File: src/rtl/usart_sync_pkg.sv
package usart_sync_pkg;

    typedef enum logic [1:0] {
        ST_IDLE  = 2'd0,
        ST_START = 2'd1,
        ST_DATA  = 2'd2,
        ST_STOP  = 2'd3
    } frame_state_t;

    typedef struct packed {
        logic cpol;
        logic cpha;
        logic last_clk;
    } clk_cfg_t;

endpackage

File: src/rtl/usart_cfg_latch.sv
module usart_cfg_latch
    import usart_sync_pkg::*;
#(
    parameter int DIV_W = 16
) (
    input  logic             clk,
    input  logic             rst_n,
    input  logic             enable,
    input  clk_cfg_t         cfg_in,
    input  logic [DIV_W-1:0] div_in,
    output clk_cfg_t         cfg_q,
    output logic [DIV_W-1:0] div_q
);

    always_ff @(posedge clk or negedge rst_n) begin
        if (!rst_n) begin
            cfg_q <= '0;
            div_q <= '0;
        end else if (!enable) begin
            cfg_q <= cfg_in;
            div_q <= div_in;
        end
    end

    // settings frozen while enabled
    assert_cfg_frozen_R9: assert property (@(posedge clk) disable iff (!rst_n)
        $past(enable) |-> ($stable(cfg_q) && $stable(div_q)));

endmodule

File: src/rtl/usart_bit_timer.sv
module usart_bit_timer #(
    parameter int DIV_W = 16
) (
    input  logic             clk,
    input  logic             rst_n,
    input  logic             run,
    input  logic [DIV_W-1:0] half_div,
    output logic             half_tick,
    output logic             phase,
    output logic             bit_end
);

    logic [DIV_W-1:0] cnt_q;

    assign half_tick = run && (cnt_q == half_div);
    assign bit_end   = half_tick && phase;

    always_ff @(posedge clk or negedge rst_n) begin
        if (!rst_n) begin
            cnt_q <= '0;
            phase <= 1'b0;
        end else if (!run) begin
            cnt_q <= '0;
            phase <= 1'b0;
        end else if (half_tick) begin
            cnt_q <= '0;
            phase <= ~phase;
        end else begin
            cnt_q <= cnt_q + 1'b1;
        end
    end

    // half-bit counter never passes its limit while running
    assert_count_bound_R1: assert property (@(posedge clk) disable iff (!rst_n)
        run && $past(run) |-> (cnt_q <= half_div));

endmodule

File: src/rtl/usart_rx_capture.sv
module usart_rx_capture #(
    parameter int DATA_W = 8
) (
    input  logic              clk,
    input  logic              rst_n,
    input  logic              sample,
    input  logic              last_bit,
    input  logic              rx_en,
    input  logic              rx,
    input  logic              rd_ack,
    output logic [DATA_W-1:0] rd_data,
    output logic              rx_full
);

    logic [DATA_W-1:0] shift_q;
    logic [DATA_W-1:0] shift_next;
    logic              take;

    assign take       = sample && rx_en;
    assign shift_next = {rx, shift_q[DATA_W-1:1]};

    always_ff @(posedge clk or negedge rst_n) begin
        if (!rst_n) begin
            shift_q <= '0;
            rd_data <= '0;
            rx_full <= 1'b0;
        end else begin
            if (take) begin
                shift_q <= shift_next;
            end
            if (take && last_bit) begin
                rd_data <= shift_next;
                rx_full <= 1'b1;
            end else if (rd_ack) begin
                rx_full <= 1'b0;
            end
        end
    end

    // a new word appears only after the final sample
    assert_full_after_last_R5: assert property (@(posedge clk) disable iff (!rst_n)
        $rose(rx_full) |-> $past(sample && last_bit));

    // no capture when receiving is disabled
    assert_rx_off_R6: assert property (@(posedge clk) disable iff (!rst_n)
        !rx_en |=> $stable(rd_data));

endmodule

File: src/rtl/usart_frame_fsm.sv
module usart_frame_fsm
    import usart_sync_pkg::*;
#(
    parameter int DATA_W = 8
) (
    input  logic              clk,
    input  logic              rst_n,
    input  logic              enable,
    input  logic              tx_en,
    input  clk_cfg_t          cfg,
    input  logic              wr_valid,
    input  logic [DATA_W-1:0] wr_data,
    input  logic              half_tick,
    input  logic              phase,
    input  logic              bit_end,
    output logic              run,
    output logic              sample,
    output logic              last_bit,
    output logic              tx_empty,
    output logic              tx,
    output logic              sclk
);

    localparam int IDX_W = (DATA_W > 1) ? $clog2(DATA_W) : 1;
    localparam logic [IDX_W-1:0] LAST_IDX = IDX_W'(DATA_W - 1);

    frame_state_t      state_q, state_d;
    logic [DATA_W-1:0] hold_q;
    logic [DATA_W-1:0] shift_q;
    logic [IDX_W-1:0]  idx_q;
    logic              start_ok;
    logic              load;
    logic              pulse;

    assign start_ok = enable && tx_en && !tx_empty;
    assign run      = (state_q != ST_IDLE);
    assign last_bit = (idx_q == LAST_IDX);
    assign sample   = half_tick && !phase && (state_q == ST_DATA);
    assign load     = (state_d == ST_START) && (state_q != ST_START);

    // next-state logic
    always_comb begin
        state_d = state_q;
        unique case (state_q)
            ST_IDLE:  if (start_ok) state_d = ST_START;
            ST_START: if (bit_end) state_d = ST_DATA;
            ST_DATA:  if (bit_end && last_bit) state_d = ST_STOP;
            ST_STOP:  if (bit_end) state_d = start_ok ? ST_START : ST_IDLE;
            default:  state_d = ST_IDLE;
        endcase
        if (!enable) state_d = ST_IDLE;
    end

    // state register
    always_ff @(posedge clk or negedge rst_n) begin
        if (!rst_n) state_q <= ST_IDLE;
        else        state_q <= state_d;
    end

    // holding and shift registers
    always_ff @(posedge clk or negedge rst_n) begin
        if (!rst_n) begin
            hold_q   <= '0;
            shift_q  <= '0;
            idx_q    <= '0;
            tx_empty <= 1'b1;
        end else if (!enable) begin
            tx_empty <= 1'b1;
            idx_q    <= '0;
        end else begin
            if (load) begin
                shift_q  <= hold_q;
                idx_q    <= '0;
                tx_empty <= 1'b1;
            end else if (wr_valid && tx_empty) begin
                hold_q   <= wr_data;
                tx_empty <= 1'b0;
            end
            if (state_q == ST_DATA && bit_end) begin
                shift_q <= shift_q >> 1;
                idx_q   <= last_bit ? '0 : idx_q + 1'b1;
            end
        end
    end

    // output process: registered pins
    always_comb begin
        pulse = (state_q == ST_DATA) && (!last_bit || cfg.last_clk)
                && (cfg.cpha ? !phase : phase);
    end

    always_ff @(posedge clk or negedge rst_n) begin
        if (!rst_n) begin
            tx   <= 1'b1;
            sclk <= 1'b0;
        end else begin
            unique case (state_q)
                ST_START: tx <= 1'b0;
                ST_DATA:  tx <= shift_q[0];
                default:  tx <= 1'b1;
            endcase
            sclk <= cfg.cpol ^ pulse;
        end
    end

    // clock rests outside data bits
    assert_sclk_rest_R2: assert property (@(posedge clk) disable iff (!rst_n)
        (state_q != ST_DATA) |=> (sclk == $past(cfg.cpol)));

    // start bit drives the line low
    assert_start_low_R1: assert property (@(posedge clk) disable iff (!rst_n)
        (state_q == ST_START) |=> (tx == 1'b0));

    // holding register fills only on an accepted write
    assert_fill_on_write_R7: assert property (@(posedge clk) disable iff (!rst_n)
        $fell(tx_empty) |-> $past(wr_valid && enable));

    // disable empties the holding register
    assert_abort_empty_R10: assert property (@(posedge clk) disable iff (!rst_n)
        !enable |=> tx_empty);

endmodule

File: src/rtl/sync_usart_master.sv
module sync_usart_master
    import usart_sync_pkg::*;
#(
    parameter int DATA_W = 8,
    parameter int DIV_W  = 16
) (
    input  logic              clk,
    input  logic              rst_n,
    input  logic              enable,
    input  logic              tx_en,
    input  logic              rx_en,
    input  logic              cfg_cpol,
    input  logic              cfg_cpha,
    input  logic              cfg_last_clk,
    input  logic [DIV_W-1:0]  half_div,
    input  logic              wr_valid,
    input  logic [DATA_W-1:0] wr_data,
    output logic              tx_empty,
    input  logic              rd_ack,
    output logic [DATA_W-1:0] rd_data,
    output logic              rx_full,
    output logic              tx,
    input  logic              rx,
    output logic              sclk
);

    clk_cfg_t         cfg_in, cfg_q;
    logic [DIV_W-1:0] div_q;
    logic             run, half_tick, phase, bit_end, sample, last_bit;

    assign cfg_in = '{cpol: cfg_cpol, cpha: cfg_cpha, last_clk: cfg_last_clk};

    usart_cfg_latch #(.DIV_W(DIV_W)) u_cfg (
        .clk    (clk),
        .rst_n  (rst_n),
        .enable (enable),
        .cfg_in (cfg_in),
        .div_in (half_div),
        .cfg_q  (cfg_q),
        .div_q  (div_q)
    );

    usart_bit_timer #(.DIV_W(DIV_W)) u_timer (
        .clk       (clk),
        .rst_n     (rst_n),
        .run       (run),
        .half_div  (div_q),
        .half_tick (half_tick),
        .phase     (phase),
        .bit_end   (bit_end)
    );

    usart_frame_fsm #(.DATA_W(DATA_W)) u_fsm (
        .clk       (clk),
        .rst_n     (rst_n),
        .enable    (enable),
        .tx_en     (tx_en),
        .cfg       (cfg_q),
        .wr_valid  (wr_valid),
        .wr_data   (wr_data),
        .half_tick (half_tick),
        .phase     (phase),
        .bit_end   (bit_end),
        .run       (run),
        .sample    (sample),
        .last_bit  (last_bit),
        .tx_empty  (tx_empty),
        .tx        (tx),
        .sclk      (sclk)
    );

    usart_rx_capture #(.DATA_W(DATA_W)) u_rx (
        .clk      (clk),
        .rst_n    (rst_n),
        .sample   (sample),
        .last_bit (last_bit),
        .rx_en    (rx_en),
        .rx       (rx),
        .rd_ack   (rd_ack),
        .rd_data  (rd_data),
        .rx_full  (rx_full)
    );

endmodule

File: config.mk
export PLATFORM = sky130hd
export DESIGN_NAME = sync_usart_master
export DESIGN_NICKNAME = d
export VERILOG_FILES = /design/src/rtl/usart_sync_pkg.sv /design/src/rtl/usart_cfg_latch.sv /design/src/rtl/usart_bit_timer.sv /design/src/rtl/usart_rx_capture.sv /design/src/rtl/usart_frame_fsm.sv /design/src/rtl/sync_usart_master.sv
export SDC_FILE = /design/constraint.sdc
export NUM_CORES = 1
export LEC_CHECK = 0
export BUFFER_PORTS_ARGS = -buffer_cell sky130_fd_sc_hd__buf_2
export CAP_MARGIN = 10
export CORE_UTILIZATION = 31
export CTS_CLUSTER_DIAMETER = 60
export DETAILED_ROUTE_END_ITERATION = 10
export GPL_ROUTABILITY_DRIVEN = 0
export HOLD_SLACK_MARGIN = 0.08
export SLEW_MARGIN = 25
export SYNTH_ARGS = -nofsm -noshare
export SYNTH_HDL_FRONTEND = slang
export SYNTH_SLANG_ARGS = --single-unit
File: constraint.sdc
create_clock -name clk -period 2.11 [get_ports clk]
set_input_delay 0 -clock clk [delete_from_list [all_inputs] [get_ports clk]]
set_output_delay 0 -clock clk [all_outputs]
set_load 0.03 [all_outputs]
==> impl_metrics.py, run 1 <==
metrics = {
    "synthesis": {
        "synth_area_per_cell_um2": 12.0,
        "synth_compound_area_frac": 0.0796,
        "synthSimpleGateAreaFrac": 0.120,
        "syn-cell-area_um2": 3530,
        "synthAdderAreaFrac": 0.0106,
        "yosys-mux-area-fraction": 0.139,
        "syn-num-nets": 332,
        "synth_top_family_by_area": "multiplexers",
        "synth_edf_count": 0,
        "ys_async_sr_fraction": 1.00,
        "synth-seq-cells": 76,
        "ys_types": 40,
        "synth_ff_type": "dfrtp_1",
        "yosysSeqAreaShare": 0.539,
        "syn_inst": 294,
        "ys.warnings.count": 0,
        "synth_xor_area_frac": 0.0793,
    },
    "layout": {
        "areaGrowthSynthToFinish_pct": 32.7,
        "final_cell_mix": "dfrtp_1, buf_2, mux2_2, dlygate4sd3_1, nor2_1",
        "fin_nets": 425,
        "design_area_um2": 4690,
        "drive_gt1_frac": 0.316,
        "fillCellCount": 1034,
        "diodes": 0,
        "layout_commonest_cell": "dfrtp_1",
    },
    "place": {
        "port_buffers": 46,
        "dpl_cell_area_um2": 3960,
        "dp_hpwl_mm": 5.06,
    },
    "die": {
        "io_pins": 47,
        "die_h_um": 109,
        "start_util": 0.322,
        "rows": 38,
        "core_um2": 11000,
        "die_x_um": 109,
        "dieArea_um2": 11800,
    },
    "clock_network": {
        "cts_sinks": 76,
        "cts_made_buffers": 9,
        "h-tree-depth": 3,
        "clkTransAtPathRegs_ps": 60,
        "clock_latency_ps": 340,
        "cts_tree": "yes",
        "clock-root-buffer": "clkbuf_16",
        "max-clock-path-buffers": 2,
    },
    "setup_path": {
        "crit_path_max_fanout": 8,
        "cp_slowest_stage_delay_ps": 390,
        "cp_top_family": "simple AND/OR/NAND/NOR gates",
        "path_buf_inv": 1,
        "r2r-end": "u_fsm.shift_q[7]",
        "path_class": "reg -> reg",
        "r2r_start": "u_cfg.div_q[15]",
        "cp_slowest_cell": "dfrtp_1",
        "cp_cell_sequence": "xor2_1, nor4_2, and4_4, buf_12, a31o_2, mux2i_1",
        "cp-start-kind": "register",
        "worstPathArrival_ps": 2220,
        "worstSetupEndpointType": "register",
        "cp.required_ps": 2360,
        "r2r_cells": 6,
        "r2r_slack_ps": 140,
    },
    "power": {
        "p_switching_w": 0.000885,
        "power.share.switching": 0.236,
        "power_density_nw_per_um2": 799,
        "pwr-share-seq": 0.446,
        "p_int_w": 0.00286,
        "leakage_nw": 2.11,
        "clkPwrFrac": 0.457,
        "vdd_drop_max_v": 0.000380,
        "power_frac_comb": 0.097,
        "p_total_w": 0.00375,
    },
    "timing": {
        "fin_skew_ps": 9.65,
        "layout_min_cycle_time_ps": 1970,
        "setup_violations": 0,
        "slew_viol_final": 0,
        "min_period_over_period": 0.935,
        "tightest_slew_ps": 711,
        "fin_hold_ws_ps": 191,
        "hold_viol_final": 0,
        "fmax_ghz": 0.507,
        "slew_headroom": 0.526,
    },
    "global_route": {
        "first_global_vias": 2614,
        "grt_max_degree": 77,
        "antenna_found_initial": 0,
        "overflow": 0,
        "grtUsageTotal": 0.141,
        "grt_pass1_wl_mm": 12.7,
    },
    "outcome": {
        "status": "finished, final reports clean",
    },
    "drt": {
        "drtIter0Drc": 164,
        "drt_wl_total_mm": 7.66,
        "vias": 2560,
        "drc": 0,
        "via_per_inst": 4.81,
        "first_pass_iters": 4,
        "ant_nets": 0,
        "wl_per_cell_um": 14.4,
    },
    "run": {
        "maxCapViolCount": 0,
    },
    "worst_hold_path": {
        "hold_class": "in -> reg",
        "min_to": "u_fsm.tx_empty",
        "min_path_cells": 3,
        "hold_start": "wr_valid",
    },
}
-- cell families after synthesis --
family,after synthesis
xor gates and xnor gates,32
adders and majority gates,3
AOI/OAI and AO/OA,42
muxes,44
buffers and inverters,26
DFF,76
and+or+nand+nor,71
-- worst max-delay path by stage --
stage,from,end,slack [ps],cells after the start
final,u_cfg.div_q[15],u_fsm.shift_q[7],140,6
after CTS,u_cfg.div_q[15],u_rx.rd_data[7],20,5
after global routing,u_timer.cnt_q[0],u_rx.rd_data[7],-0.7,5
after global placement,u_timer.cnt_q[15],u_rx.rd_data[1],50,5
after detailed placement,u_cfg.div_q[15],u_rx.rd_data[6],40,5
after floorplan,u_timer.cnt_q[6],u_rx.shift_q[1],250,6
-- metal layers --
metal	GRT usage	part of all wire	vias up
li1	-	-	1246
met1	0.191	0.48	1246
met2	0.218	0.47	56
met3	0.0251	0.032	12
met4	0.0637	0.021	0
met5	0	0	-
-- metrics by stage --
stage	cells	util	worst slack, ps	TNS [ps]
after CTS	525	0.420	23.9	0
final	532	0.427	137	0
after detailed placement	477	0.360	41.2	0
after global routing	532	0.427	-0.736	-0.736
after global placement	477	0.360	52.0	0
after floorplan	294	-	247	0
-- Yosys cell counts (2+ instances only) --
library cell,n,area share
and2_1,3,0.0053
o311ai_0,2,0.0050
and4_1,2,0.0050
ha_1,3,0.011
nand4_1,12,0.021
dfstp_2,2,0.015
nand2_1,7,0.0074
a31oi_1,9,0.016
a21oi_1,4,0.0057
mux2_1,10,0.032
o21ai_0,2,0.0028
nor4_2,4,0.014
a311oi_1,8,0.020
mux2i_1,2,0.0057
dfrtp_1,74,0.52
xnor2_1,10,0.025
or4_1,2,0.0042
mux2_2,32,0.10
nand3_1,5,0.0071
o21ai_1,11,0.016
xor2_1,22,0.055
nor2_1,25,0.027
inv_1,12,0.013
nor2b_1,4,0.0071
clkbuf_1,9,0.0096
buf_2,3,0.0042
nor3_1,2,0.0028
-- flip-flops by register name, summed over array words and instances, names as in the netlist --
register,cells
u_cfg.div_q,16
u_timer.cnt_q,16
u_fsm.hold_q,8
u_fsm.shift_q,8
u_rx.rd_data,8
u_rx.shift_q,7
u_cfg.cfg_q,3
u_fsm.idx_q,3
u_fsm.state_q,2
u_fsm.sclk,1
u_fsm.tx,1
u_fsm.tx_empty,1
u_rx.rx_full,1
u_timer.phase,1
-- repair_timing --
item | CTS | global route
setup buffers | 0 | 7
hold buffers | 32 | 0
endpoints found under the hold margin | 108 | 0
gates resized for setup | 0 | 2
endpoints found under the setup margin | 0 | 18
-- final cells by class --
cell class                      instances  area (µm²)  share of cell area
Sequential cell                        76        1900               0.406
Timing Repair Buffer                   96         708               0.151
Clock buffer                           10         239              0.0510
Multi-Input combinational cell        192        1520               0.325
Tap cell                              140         175              0.0374
Clock inverter                          6        93.8              0.0200
Inverter                               12        45.0             0.00961
-- worst min-delay path: stages --
cell,delay (ps)
buf_2,90
o21ai_0,120
a311o_1,300
-- power groups by stage --
stage / Combinational [W] / Clock (W) / Sequential [W]
global route: 0.000408 / 0.00181 / 0.00169
floorplan: 0.000205 / 0 / 0.00168
finish: 0.000365 / 0.00171 / 0.00167
CTS: 0.000367 / 0.00174 / 0.00167
detailed placement: 0.000320 / 0 / 0.00170
global placement: 0.000315 / 0 / 0.00169
Power figures use the tool's default switching activity.
==> inputs of run 2 (changes only) <==
MAX_ROUTING_LAYER = met4   (was unset)
REMOVE_ABC_BUFFERS = 1   (was unset)
SYNTH_HIERARCHICAL = 1   (was unset)
==> run 2 against run 1 <==
  * The flow now finishes with violations (negative setup slack)
  * Worst hold slack worse by 71 ps
  * First-iteration DRC count is 50% lower
  * Sequential cell count stayed put
  * Combinational power is 17% higher
  * Critical endpoint is now u_fsm/shift_q[3]
  * Highest routed layer unchanged
  * Power is 5.2% lower
  * Via count is 5.3% lower
  * Largest cell class unchanged
  * Clock power is 15% lower
  * Count of clock-buffer cells in the layout is 4 higher
==> impl_metrics.py, run 2 <==
metrics = {
    "outcome": {
        "status": "complete, but fails checks",
        "violations": "negative setup slack",
    },
    "setup_path": {
        "worstSetupEndpointType": "register",
        "critPathLaunch": "u_cfg/div_q[10]",
        "worstPathArrival_ps": 2650,
        "path_class": "reg -> reg",
        "cp.required_ps": 2330,
        "crit_path_max_fanout": 4,
        "cp-start-kind": "register",
        "r2r_start": "u_cfg/div_q[10]",
    },
    "clock_network": {
        "cts_sinks": 76,
        "cts_tree": "yes",
        "clkTransAtPathRegs_ps": 60,
        "clock_latency_ps": 330,
        "max-clock-path-buffers": 2,
        "h-tree-depth": 3,
        "cts_made_buffers": 9,
        "clock-root-buffer": "clkbuf_16",
    },
    "layout": {
        "areaGrowthSynthToFinish_pct": 38.3,
        "layout_commonest_cell": "dfrtp_1",
        "fillCellCount": 1019,
        "drive_gt1_frac": 0.466,
        "fin_cells": 528,
        "final_util": 0.445,
        "diodes": 0,
        "final_cell_mix": "dfrtp_1, buf_2, mux2_2",
        "fin_nets": 421,
        "largest_registers": "u_cfg/div_q: 16 flops, u_timer/cnt_q: 16 flops",
    },
    "timing": {
        "rsz0062_at_grt": "true",
        "fmax_ghz": 0.412,
        "slew_headroom": 0.538,
        "tightest_slew_ps": 693,
        "min_period_over_period": 1.15,
        "hold_viol_final": 0,
        "fin_skew_ps": 6.12,
        "layout_min_cycle_time_ps": 2430,
        "worst_slack_ps": -318,
        "fin_hold_ws_ps": 120,
        "slew_viol_final": 0,
        "setup_violations": 27,
    },
    "global_route": {
        "antenna_found_initial": 0,
        "first_global_vias": 2453,
        "grt_pass1_wl_mm": 11.8,
        "grtUsageTotal": 0.137,
        "overflow": 0,
        "grt_max_degree": 77,
    },
    "synthesis": {
        "syn_inst": 264,
        "ys_async_sr_fraction": 1.00,
        "ys_types": 46,
        "synth_area_leaders": "dfrtp_1, mux2_2, xnor2_1",
        "syn-cell-area_um2": 3530,
        "post-synth-top-count-cell": "dfrtp_1",
        "synth_ff_type": "dfrtp_1",
        "synth-seq-cells": 76,
        "synth_common_cells": "dfrtp_1, mux2_2, xnor2_1",
        "synth_area_leader_cell": "dfrtp_1",
        "synth_area_per_cell_um2": 13.4,
        "synth_edf_count": 0,
        "ys.warnings.count": 6,
        "synth_top_cell_area_share": 0.524,
        "yosysSeqAreaShare": 0.539,
    },
    "drt": {
        "wl_per_cell_um": 13.4,
        "ant_nets": 0,
        "via_per_inst": 4.59,
        "vias": 2424,
        "drt_wl_total_mm": 7.08,
        "first_pass_iters": 4,
        "drtIter0Drc": 82,
        "drc": 0,
    },
    "die": {
        "dieArea_um2": 11800,
        "io_pins": 47,
        "rows": 38,
        "die_x_um": 109,
        "core_um2": 11000,
        "start_util": 0.322,
        "die_h_um": 109,
    },
    "power": {
        "leakage_nw": 2.23,
        "power_density_nw_per_um2": 727,
        "vdd_drop_max_v": 0.000394,
        "p_total_w": 0.00355,
    },
    "place": {
        "place_ws_ps": -406,
        "place_inst": 473,
        "dp_hpwl_mm": 4.62,
        "port_buffers": 46,
    },
    "worst_hold_path": {
        "hold_class": "in -> reg",
        "hold_start": "rx_en",
    },
    "run": {
        "maxCapViolCount": 0,
    },
}
-- run 2: cell type report --
cell class              count  area, µm²  area share
flip-flops and latches     76       1900       0.390
multi-input cells         177       1660       0.339
repair buffers            115        850       0.174
clock buffers              14        274      0.0561
well taps                 140        175      0.0359
inverters                   4       15.0     0.00307
clock inverters             2       10.0     0.00205
-- run 2: final timing paths --
kind | cells past startpoint | to | slack (ps)
hold reg to reg | 1 | u_fsm/sclk | 460
hold / removal | 3 | u_rx/shift_q[6] | 120
max in group asynchronous | 2 | u_fsm/shift_q[2] | 1350
setup reg to reg | 9 | u_fsm/shift_q[3] | -320
min in group asynchronous | 2 | u_cfg/div_q[6] | 270
setup / recovery | 9 | u_fsm/shift_q[3] | -320
-- run 2: layer usage --
layer  vias up  wire [µm]  share of wire  global-route usage
met5         -          0              0                   -
met4         0         95          0.013              0.0579
met3         8        273          0.039              0.0377
met2        42       3420           0.48               0.207
li1       1182          -              -                   -
met1      1192       3290           0.47               0.173
-- run 2: repair_timing --
item                                    CTS  global route
pin swaps                                 6             2
hold buffers                             32             0
endpoints found under the setup margin   27            30
resized for setup                        18            11
setup buffers                             5             4
hold endpoints to repair                106             0
gates cloned                              2             0
-- run 2: logic make-up (layout without fill, tap and decap cells) --
group / Yosys count / count (layout) / share of synthesized area
AO/OA/AOI/OAI: 18 / 18 / 0.0460
AND/OR/NAND/NOR: 67 / 68 / 0.108
multiplexers: 58 / 58 / 0.195
XOR/XNOR: 30 / 30 / 0.0744
flip-flops: 76 / 76 / 0.539
adder cells (fa/ha/maj): 3 / 3 / 0.0106
buffers and inverters: 12 / 135 / 0.0266
-- run 2: worst max-delay path, cell delays in order, from the launching register on --
cell and delay, ps:
dfrtp_1 390, xnor2_1 210, nand4_1 210, nor4_2 340, and3_1 250, nand2_2 80
nor2_4 100, buf_4 150, mux2_2 330, mux2_2 250
-- run 2: through the flow --
step / cell area, µm² / setup TNS, ps
global route: 4890 / -8660
finish: 4890 / -5500
global placement: 4100 / -7790
floorplan: 3450 / -8650
CTS: 4810 / -4770
detailed placement: 4100 / -7550
-- run 2: power by group --
part / internal (W) / switching [W] / total (W)
clock network: 0.000889 / 0.000559 / 0.00145
logic: 0.000267 / 0.000159 / 0.000426
registers: 0.00160 / 0.0000797 / 0.00168
total: 0.00275 / 0.000798 / 0.00355
